File: config.mk
export PLATFORM = sky130hd
export DESIGN_NAME = swp_cmd_decoder
export DESIGN_NICKNAME = d
export VERILOG_FILES = /design/src/rtl/swp_pkg.sv /design/src/rtl/swp_seq_match.sv /design/src/rtl/swp_prot_state.sv /design/src/rtl/swp_erase_timer.sv /design/src/rtl/swp_id_read.sv /design/src/rtl/swp_cmd_decoder.sv
export SDC_FILE = /design/constraint.sdc
export NUM_CORES = 1
export LEC_CHECK = 0
export ABC_AREA = 0
export ABC_CLOCK_PERIOD_IN_PS = 2500
export BUFFER_PORTS_ARGS = -buffer_cell sky130_fd_sc_hd__buf_2
export CAP_MARGIN = 20
export CORE_UTILIZATION = 55
export CTS_BUF_LIST = sky130_fd_sc_hd__clkbuf_4 sky130_fd_sc_hd__clkbuf_8
export DETAILED_ROUTE_END_ITERATION = 8
export MAX_ROUTING_LAYER = met4
export PLACE_DENSITY = 0.86
export SYNTH_ARGS = -nofsm -noshare
export SYNTH_HDL_FRONTEND = slang
export SYNTH_SLANG_ARGS = --single-unit
File: constraint.sdc
create_clock -name clk -period 2.5 [get_ports clk]
set_input_delay 0.375 -clock clk [delete_from_list [all_inputs] [get_ports clk]]
set_output_delay 0.375 -clock clk [all_outputs]
set_load 0.1 [all_outputs]
File: src/rtl/swp_pkg.sv
package swp_pkg;

    typedef enum logic [2:0] {
        SQ_IDLE = 3'd0,
        SQ_K1   = 3'd1,
        SQ_K2   = 3'd2,
        SQ_X0   = 3'd3,
        SQ_X1   = 3'd4,
        SQ_X2   = 3'd5
    } seq_e;

    typedef enum logic [2:0] {
        CMD_NONE    = 3'd0,
        CMD_PROT    = 3'd1,
        CMD_UNPROT  = 3'd2,
        CMD_ERASE   = 3'd3,
        CMD_ID_IN   = 3'd4,
        CMD_ID_OUT  = 3'd5
    } cmd_e;

    typedef struct packed {
        seq_e nxt;
        logic used;
        cmd_e cmd;
    } step_t;

    function automatic step_t mk_step(input seq_e nxt, input logic used, input cmd_e cmd);
        step_t s;
        s.nxt  = nxt;
        s.used = used;
        s.cmd  = cmd;
        return s;
    endfunction

endpackage

File: src/rtl/swp_seq_match.sv
module swp_seq_match
    import swp_pkg::*;
#(
    parameter int AW = 16,
    parameter int DW = 8,
    parameter logic [AW-1:0] ADDR_A    = 16'h5555,
    parameter logic [AW-1:0] ADDR_B    = 16'h2AAA,
    parameter logic [DW-1:0] KEY_A     = 8'hAA,
    parameter logic [DW-1:0] KEY_B     = 8'h55,
    parameter logic [DW-1:0] OP_PROT   = 8'hA0,
    parameter logic [DW-1:0] OP_EXT    = 8'h80,
    parameter logic [DW-1:0] OP_ID_OUT = 8'hF0,
    parameter logic [DW-1:0] OP_UNPROT = 8'h20,
    parameter logic [DW-1:0] OP_ERASE  = 8'h10,
    parameter logic [DW-1:0] OP_ID_IN  = 8'h60
) (
    input  logic          clk,
    input  logic          rst,
    input  logic          en,
    input  logic [AW-1:0] addr,
    input  logic [DW-1:0] data,
    output logic          consumed,
    output cmd_e          cmd
);

    seq_e  st_q;
    step_t step;
    logic  hit_a, hit_b, at_a;

    assign at_a  = (addr == ADDR_A);
    assign hit_a = at_a && (data == KEY_A);
    assign hit_b = (addr == ADDR_B) && (data == KEY_B);

    always_comb begin
        step = mk_step(st_q, 1'b0, CMD_NONE);
        if (en) begin
            step = mk_step(SQ_IDLE, 1'b0, CMD_NONE);
            unique case (st_q)
                SQ_IDLE: begin
                    if (hit_a) step = mk_step(SQ_K1, 1'b1, CMD_NONE);
                end
                SQ_K1: begin
                    if (hit_b)      step = mk_step(SQ_K2, 1'b1, CMD_NONE);
                    else if (hit_a) step = mk_step(SQ_K1, 1'b1, CMD_NONE);
                end
                SQ_K2: begin
                    if (at_a && data == OP_PROT)        step = mk_step(SQ_IDLE, 1'b1, CMD_PROT);
                    else if (at_a && data == OP_ID_OUT) step = mk_step(SQ_IDLE, 1'b1, CMD_ID_OUT);
                    else if (at_a && data == OP_EXT)    step = mk_step(SQ_X0, 1'b1, CMD_NONE);
                    else if (hit_a)                     step = mk_step(SQ_K1, 1'b1, CMD_NONE);
                end
                SQ_X0: begin
                    if (hit_a) step = mk_step(SQ_X1, 1'b1, CMD_NONE);
                end
                SQ_X1: begin
                    if (hit_b)      step = mk_step(SQ_X2, 1'b1, CMD_NONE);
                    else if (hit_a) step = mk_step(SQ_K1, 1'b1, CMD_NONE);
                end
                SQ_X2: begin
                    if (at_a && data == OP_UNPROT)     step = mk_step(SQ_IDLE, 1'b1, CMD_UNPROT);
                    else if (at_a && data == OP_ERASE) step = mk_step(SQ_IDLE, 1'b1, CMD_ERASE);
                    else if (at_a && data == OP_ID_IN) step = mk_step(SQ_IDLE, 1'b1, CMD_ID_IN);
                    else if (hit_a)                    step = mk_step(SQ_K1, 1'b1, CMD_NONE);
                end
                default: step = mk_step(SQ_IDLE, 1'b0, CMD_NONE);
            endcase
        end
    end

    assign consumed = step.used;
    assign cmd      = step.cmd;

    always_ff @(posedge clk) begin
        if (rst) st_q <= SQ_IDLE;
        else     st_q <= step.nxt;
    end


    break_to_idle_chk: assert property (@(posedge clk) disable iff (rst)
        (en && !consumed) |=> (st_q == SQ_IDLE));


    reset_idle_chk: assert property (@(posedge clk)
        rst |=> (st_q == SQ_IDLE));

endmodule

File: src/rtl/swp_prot_state.sv
module swp_prot_state (
    input  logic clk,
    input  logic rst,
    input  logic nv_load,
    input  logic nv_value,
    input  logic set_prot,
    input  logic clr_prot,
    input  logic page_busy,
    output logic prot_on,
    output logic armed
);

    logic prot_q;
    logic armed_q;
    logic pb_q;

    // Persistent flag: no reset term, only the preset input and commands.
    always_ff @(posedge clk) begin
        if (nv_load)       prot_q <= nv_value;
        else if (set_prot) prot_q <= 1'b1;
        else if (clr_prot) prot_q <= 1'b0;
    end

    always_ff @(posedge clk) begin
        if (rst) begin
            armed_q <= 1'b0;
            pb_q    <= 1'b0;
        end else begin
            pb_q <= page_busy;
            if (set_prot)                armed_q <= 1'b1;
            else if (pb_q && !page_busy) armed_q <= 1'b0;
        end
    end

    assign prot_on = prot_q;
    assign armed   = armed_q;


    prot_keep_chk: assert property (@(posedge clk)
        (rst && !nv_load) |=> (prot_q == $past(prot_q)));


    arm_close_chk: assert property (@(posedge clk) disable iff (rst)
        (pb_q && !page_busy && !set_prot) |=> !armed_q);

endmodule

File: src/rtl/swp_erase_timer.sv
module swp_erase_timer #(
    parameter int CYC = 12_500_000
) (
    input  logic clk,
    input  logic rst,
    input  logic start,
    output logic start_pulse,
    output logic busy
);

    localparam int CW = $clog2(CYC + 1);

    logic [CW-1:0] cnt_q;
    logic          busy_q;
    logic          start_q;

    always_ff @(posedge clk) begin
        if (rst) begin
            cnt_q   <= '0;
            busy_q  <= 1'b0;
            start_q <= 1'b0;
        end else begin
            start_q <= start && !busy_q;
            if (start && !busy_q) begin
                busy_q <= 1'b1;
                cnt_q  <= CW'(CYC - 1);
            end else if (busy_q) begin
                if (cnt_q == '0) busy_q <= 1'b0;
                else             cnt_q  <= cnt_q - 1'b1;
            end
        end
    end

    assign start_pulse = start_q;
    assign busy        = busy_q;


    busy_rise_chk: assert property (@(posedge clk) disable iff (rst)
        $rose(busy_q) |-> start_q);


    pulse_single_chk: assert property (@(posedge clk) disable iff (rst)
        start_q |=> !start_q);

endmodule

File: src/rtl/swp_id_read.sv
module swp_id_read #(
    parameter int AW = 16,
    parameter int DW = 8,
    parameter logic [DW-1:0] MFR_CODE = 8'hDA,
    parameter logic [DW-1:0] DEV_CODE = 8'hC8
) (
    input  logic          clk,
    input  logic          rst,
    input  logic          enter,
    input  logic          leave,
    input  logic [AW-1:0] rd_addr,
    input  logic [DW-1:0] arr_rdata,
    output logic          id_mode,
    output logic [DW-1:0] rd_data
);

    logic id_q;

    always_ff @(posedge clk) begin
        if (rst)        id_q <= 1'b0;
        else if (enter) id_q <= 1'b1;
        else if (leave) id_q <= 1'b0;
    end

    always_comb begin
        rd_data = arr_rdata;
        if (id_q && rd_addr == AW'(0)) rd_data = MFR_CODE;
        else if (id_q && rd_addr == AW'(1)) rd_data = DEV_CODE;
    end

    assign id_mode = id_q;


    mfr_code_chk: assert property (@(posedge clk) disable iff (rst)
        (id_q && rd_addr == AW'(0)) |-> (rd_data == MFR_CODE));


    id_leave_chk: assert property (@(posedge clk) disable iff (rst)
        (leave && !enter) |=> !id_q);

endmodule

File: src/rtl/swp_cmd_decoder.sv
module swp_cmd_decoder
    import swp_pkg::*;
#(
    parameter int AW        = 16,
    parameter int DW        = 8,
    parameter int ERASE_CYC = 12_500_000,
    parameter logic [AW-1:0] ADDR_A    = 16'h5555,
    parameter logic [AW-1:0] ADDR_B    = 16'h2AAA,
    parameter logic [DW-1:0] KEY_A     = 8'hAA,
    parameter logic [DW-1:0] KEY_B     = 8'h55,
    parameter logic [DW-1:0] OP_PROT   = 8'hA0,
    parameter logic [DW-1:0] OP_EXT    = 8'h80,
    parameter logic [DW-1:0] OP_ID_OUT = 8'hF0,
    parameter logic [DW-1:0] OP_UNPROT = 8'h20,
    parameter logic [DW-1:0] OP_ERASE  = 8'h10,
    parameter logic [DW-1:0] OP_ID_IN  = 8'h60,
    parameter logic [DW-1:0] MFR_CODE  = 8'hDA,
    parameter logic [DW-1:0] DEV_CODE  = 8'hC8
) (
    input  logic          clk,
    input  logic          rst,
    input  logic          nv_load,
    input  logic          nv_value,
    input  logic          wr_vld,
    input  logic [AW-1:0] wr_addr,
    input  logic [DW-1:0] wr_data,
    input  logic          page_busy,
    output logic          fwd_vld,
    output logic [AW-1:0] fwd_addr,
    output logic [DW-1:0] fwd_data,
    output logic          prot_on,
    output logic          erase_start,
    output logic          erase_busy,
    output logic          id_mode,
    input  logic [AW-1:0] rd_addr,
    input  logic [DW-1:0] arr_rdata,
    output logic [DW-1:0] rd_data
);

    logic armed;
    logic match_en;
    logic consumed;
    cmd_e cmd;
    logic fwd_next;

    assign match_en = wr_vld && !erase_busy && !armed;

    swp_seq_match #(
        .AW(AW), .DW(DW),
        .ADDR_A(ADDR_A), .ADDR_B(ADDR_B),
        .KEY_A(KEY_A), .KEY_B(KEY_B),
        .OP_PROT(OP_PROT), .OP_EXT(OP_EXT), .OP_ID_OUT(OP_ID_OUT),
        .OP_UNPROT(OP_UNPROT), .OP_ERASE(OP_ERASE), .OP_ID_IN(OP_ID_IN)
    ) u_match (
        .clk(clk), .rst(rst), .en(match_en),
        .addr(wr_addr), .data(wr_data),
        .consumed(consumed), .cmd(cmd)
    );

    swp_prot_state u_prot (
        .clk(clk), .rst(rst),
        .nv_load(nv_load), .nv_value(nv_value),
        .set_prot(cmd == CMD_PROT), .clr_prot(cmd == CMD_UNPROT),
        .page_busy(page_busy),
        .prot_on(prot_on), .armed(armed)
    );

    swp_erase_timer #(.CYC(ERASE_CYC)) u_erase (
        .clk(clk), .rst(rst),
        .start(cmd == CMD_ERASE),
        .start_pulse(erase_start), .busy(erase_busy)
    );

    swp_id_read #(
        .AW(AW), .DW(DW), .MFR_CODE(MFR_CODE), .DEV_CODE(DEV_CODE)
    ) u_id (
        .clk(clk), .rst(rst),
        .enter(cmd == CMD_ID_IN), .leave(cmd == CMD_ID_OUT),
        .rd_addr(rd_addr), .arr_rdata(arr_rdata),
        .id_mode(id_mode), .rd_data(rd_data)
    );

    assign fwd_next = wr_vld && !erase_busy && (armed || (!consumed && !prot_on));

    always_ff @(posedge clk) begin
        if (rst) begin
            fwd_vld  <= 1'b0;
            fwd_addr <= '0;
            fwd_data <= '0;
        end else begin
            fwd_vld <= fwd_next;
            if (fwd_next) begin
                fwd_addr <= wr_addr;
                fwd_data <= wr_data;
            end
        end
    end


    erase_block_chk: assert property (@(posedge clk) disable iff (rst)
        erase_busy |=> !fwd_vld);


    prot_drop_chk: assert property (@(posedge clk) disable iff (rst)
        (wr_vld && prot_on && !armed && !nv_load) |=> !fwd_vld);


    arm_pass_chk: assert property (@(posedge clk) disable iff (rst)
        (wr_vld && armed && !erase_busy) |=> (fwd_vld && fwd_addr == $past(wr_addr)
                                               && fwd_data == $past(wr_data)));

endmodule

==> results.txt <==
The logs give 577 for the total placed cells including tap cells and 91 for the number of top-level pins. At the end of routability-driven placement, the weighted congestion stood at 0.952. After clock tree synthesis, the clock-pin slew on the worst setup and hold paths is 0.06 ns. The flow ran to the end, and the final reports show no timing, DRC or antenna violations. The number of sinks driven by the clock tree is 58, and the proportion of netlist area held by the largest area contributor is 31.6%.

TritonCTS built the clock tree. The number of core rows was 29; the overall power consumption was 2.21 mW. The total power per unit cell area was 514 nW/um^2; the initial core utilization was 56.8%. The final instance area was 4300 um^2; the sequential share of the synthesized area was 32.4%. The most used flip-flop cell after synthesis is dfxtp_1. In this design, the stage delay of the slowest critical-path cell is 0.43 ns. For this block, the initial DRC count from the detailed router was 217. The number of hold buffers added after CTS was 0.

The kind of critical path is register to primary output. Across the run, the number of max-cap violations was 0. The proportion of synthesized flip-flops having asynchronous set or reset was 0%. The routed layout has 3756 vias.

In this run, synthesis produced a sequential element count of 58. The relative max-transition margin is 53.9%. The vertical extent of the die is 83.0 um.

Per report_power, the sequential group accounts for 43.7% of the total. For this run, design rule violations remaining after detail routing come to 0. The signed area change from the synthesized netlist to the final layout is 19.1%.

In this run the horizontal extent of the chip is 83.0 um. The clock network accounts for 35.3% of the total power. The number of pins with negative max-slew slack in the final report is 0, and the hold-critical path depth is 3.

The buffer levels on the longest clock path was 2; the fraction of power spent switching nets was 33.0%. The final number of hold-violating endpoints is 0, and the net total in the final layout is 566. Buffers added to address setup during post-CTS repair amount to 0. The first TritonRoute pass finished after 5 iterations. The ratio of routed vias to standard cells was 6.34; the maximum number of pins on one net before global-route repair was 58. At the placement stage, the worst setup path has a slack of 0.0828 ns.

The worst path uses 89.2% of the clock period. The smallest clock period supported by the final layout is computed as 2.23 ns. The root buffer selected by CTS was clkbuf_8. The largest total area in the synthesized netlist belongs to dfxtp_1. The library cell contributing the largest single delay on the critical path is buf_2. The cell-internal power is 1.48 mW.

For the worst setup path, the data required time is 2.12 ns. For the number of buffers created by CTS, the log shows 9. Setup violations remaining at the end of the flow were counted as 0. The run gives 0 ns as the total negative slack.

Sorting the synthesized cells by how often they occur yields 57 x dfxtp_1, 30 x nand3_1, 29 x nand4_1. During placement, the flow inserted port buffers numbering 90. Gates resized during post-CTS repair numbered 0.

The count of flip-flops with a built-in enable after synthesis is 1. The logs give 448 MHz for the fmax and 3 for the maximum level of the CTS H-tree. Summing every instance area after synthesis gives 3610 um^2. The number of global-route vias before repair came out at 3334. By area the synthesized netlist is led by dfxtp_1 32%, a32oi_1 5.6%, nor3b_1 5.4%. The remaining number of nets flagged by the antenna check after routing was 0. The final antenna diode count was 0; the net switching power figure was 0.730 mW.

The tools report the worst clock skew on the final layout as 0.00665 ns. Data arrives at the worst endpoint at 1.85 ns. The number of nets in the synthesized netlist is 487. The clock latency on the worst-skew pair is 0.34 ns, and the final worst slack is 0.270 ns. The die covers 6890 um^2. The total overflow left after global routing is 0. The path class of the tightest hold or removal check is input port to register. The average detailed-routed wire length per instance came out at 16.0 um.

Yosys printed 0 warnings. The area of the core region was 6350 um^2; the synthesized netlist cell count was 432. The slew at the pin closest to its max-slew limit is 0.682 ns. STA classifies the critical path startpoint as a register.

Counting distinct cell types in the post-synthesis netlist gives 57. Among all cell types in the netlist, the one instantiated most often is dfxtp_1. For the combinational share of power, the log shows 21.0%.

STA classifies the critical path endpoint as a primary output. The logs give 28.4% for the overall fraction of global-route tracks in use and 0.36 ns for the internal reg-to-reg setup slack. The post-synthesis average cell area came out at 8.36 um^2.

The run gives 592 as the non-filler instance count after layout. Setup repair after global routing left no endpoint under its margin. IR analysis of the VDD net gives a maximum drop of 0.561 mV. The half-perimeter wire length after placement was 6570 um; the wire length reported by the detailed router was 9480 um. The post-place instance area is 4130 um^2. The tools report the number of antenna violations at the first check in global routing as 0. Along the worst path, the maximum fanout reaches 9. Measured in cells, the most critical reg-to-reg path has a length of 6.

The first global-routing pass estimated 15800 um of wire. Walking the worst path, the cells encountered are nor4b_1 -> nand4_1 -> nand2b_1 -> buf_2. The run gives 1.74 nW as the leakage power. The fraction of layout cells with a size suffix above 1 came out at 28.2%.
-- power groups by stage --
stage | sequential [mW] | combinational (mW) | clock [mW]
3_3_place_gp | 0.984 | 0.455 | 0
5_1_grt | 0.968 | 0.485 | 0.837
3_5_place_dp | 0.985 | 0.462 | 0
6_report | 0.965 | 0.465 | 0.780
4_1_cts | 0.965 | 0.463 | 0.788
2_1_floorplan | 1.15 | 0.174 | 0
-- worst max-delay path, delay by kind of cell, from the launching register on --
kind,cells,cell delay [ns]
buffers and inverters,1,0.43
flip-flops,1,0.34
AND/OR/NAND/NOR,3,0.74
-- state kept, by name, summed over array words and instances, names as in the netlist --
name	cells
u_id.id_mode	1
fwd_addr	16
u_prot.prot_on	1
u_erase.busy	1
fwd_data	8
u_prot.armed	1
fwd_vld	1
u_match.st_q	3
u_prot.pb_q	1
u_erase.cnt_q	24
u_erase.start_pulse	1
-- area by class of cell --
type	count	area, um^2
flip-flops and latches	58	1170
clock buffers	12	159
inverters	7	26.3
clock inverters	3	15.0
fillers	527	2050
well taps	77	96.3
multi-input cells	331	2220
repair buffers	104	611
-- through the flow --
step,utilization (%),hold WS (ns)
3_3_place_gp,65.0,0.462
5_1_grt,67.7,0.314
2_1_floorplan,-,0.464
4_1_cts,67.7,0.292
6_report,67.7,0.301
3_5_place_dp,65.0,0.467
-- path summary, 6_finish.rpt --
path	start	end
max	u_id.id_mode	rd_data[6]
min	page_busy	u_prot.armed
max reg2reg	u_erase.cnt_q[4]	u_erase.cnt_q[19]
min reg2reg	u_id.id_mode	u_id.id_mode
-- layer usage --
layer  GRT usage (%)  wire length [um]  share of wire (%)  vias to the layer above
met4            7.37                90               0.95                        0
li1                -                 -                  -                     1800
met2            46.1              4560                 48                      171
met1            35.2              4120                 43                     1774
met5               -                 0                  0                        -
met3            7.36               700                7.4                       11
-- cells by family (layout without fill, tap and decap cells) --
group                    Yosys count  count (layout)  share of synthesized area (%)
adder cells (fa/ha/maj)            1               1                          0.347
XOR/XNOR                          22              22                           5.34
AND/OR/NAND/NOR                  235             235                           40.4
buffers and inverters             43             126                           6.20
AO/OA/AOI/OAI                     71              71                           14.7
flip-flops                        58              58                           32.4
multiplexers                       2               2                          0.555
-- placed cells by master (no fill, tap or decap), types with 18 or more instances in the layout --
master,Yosys,final
dfxtp_1,57,56
nor3b_1,26,26
a32oi_1,23,23
nor2_1,20,20
nand4_1,29,29
nand2_1,23,23
buf_2,5,88
nand2b_1,27,27
nand3_1,30,30
a21oi_1,18,18
Note: power is estimated with default switching activity, not from simulation.
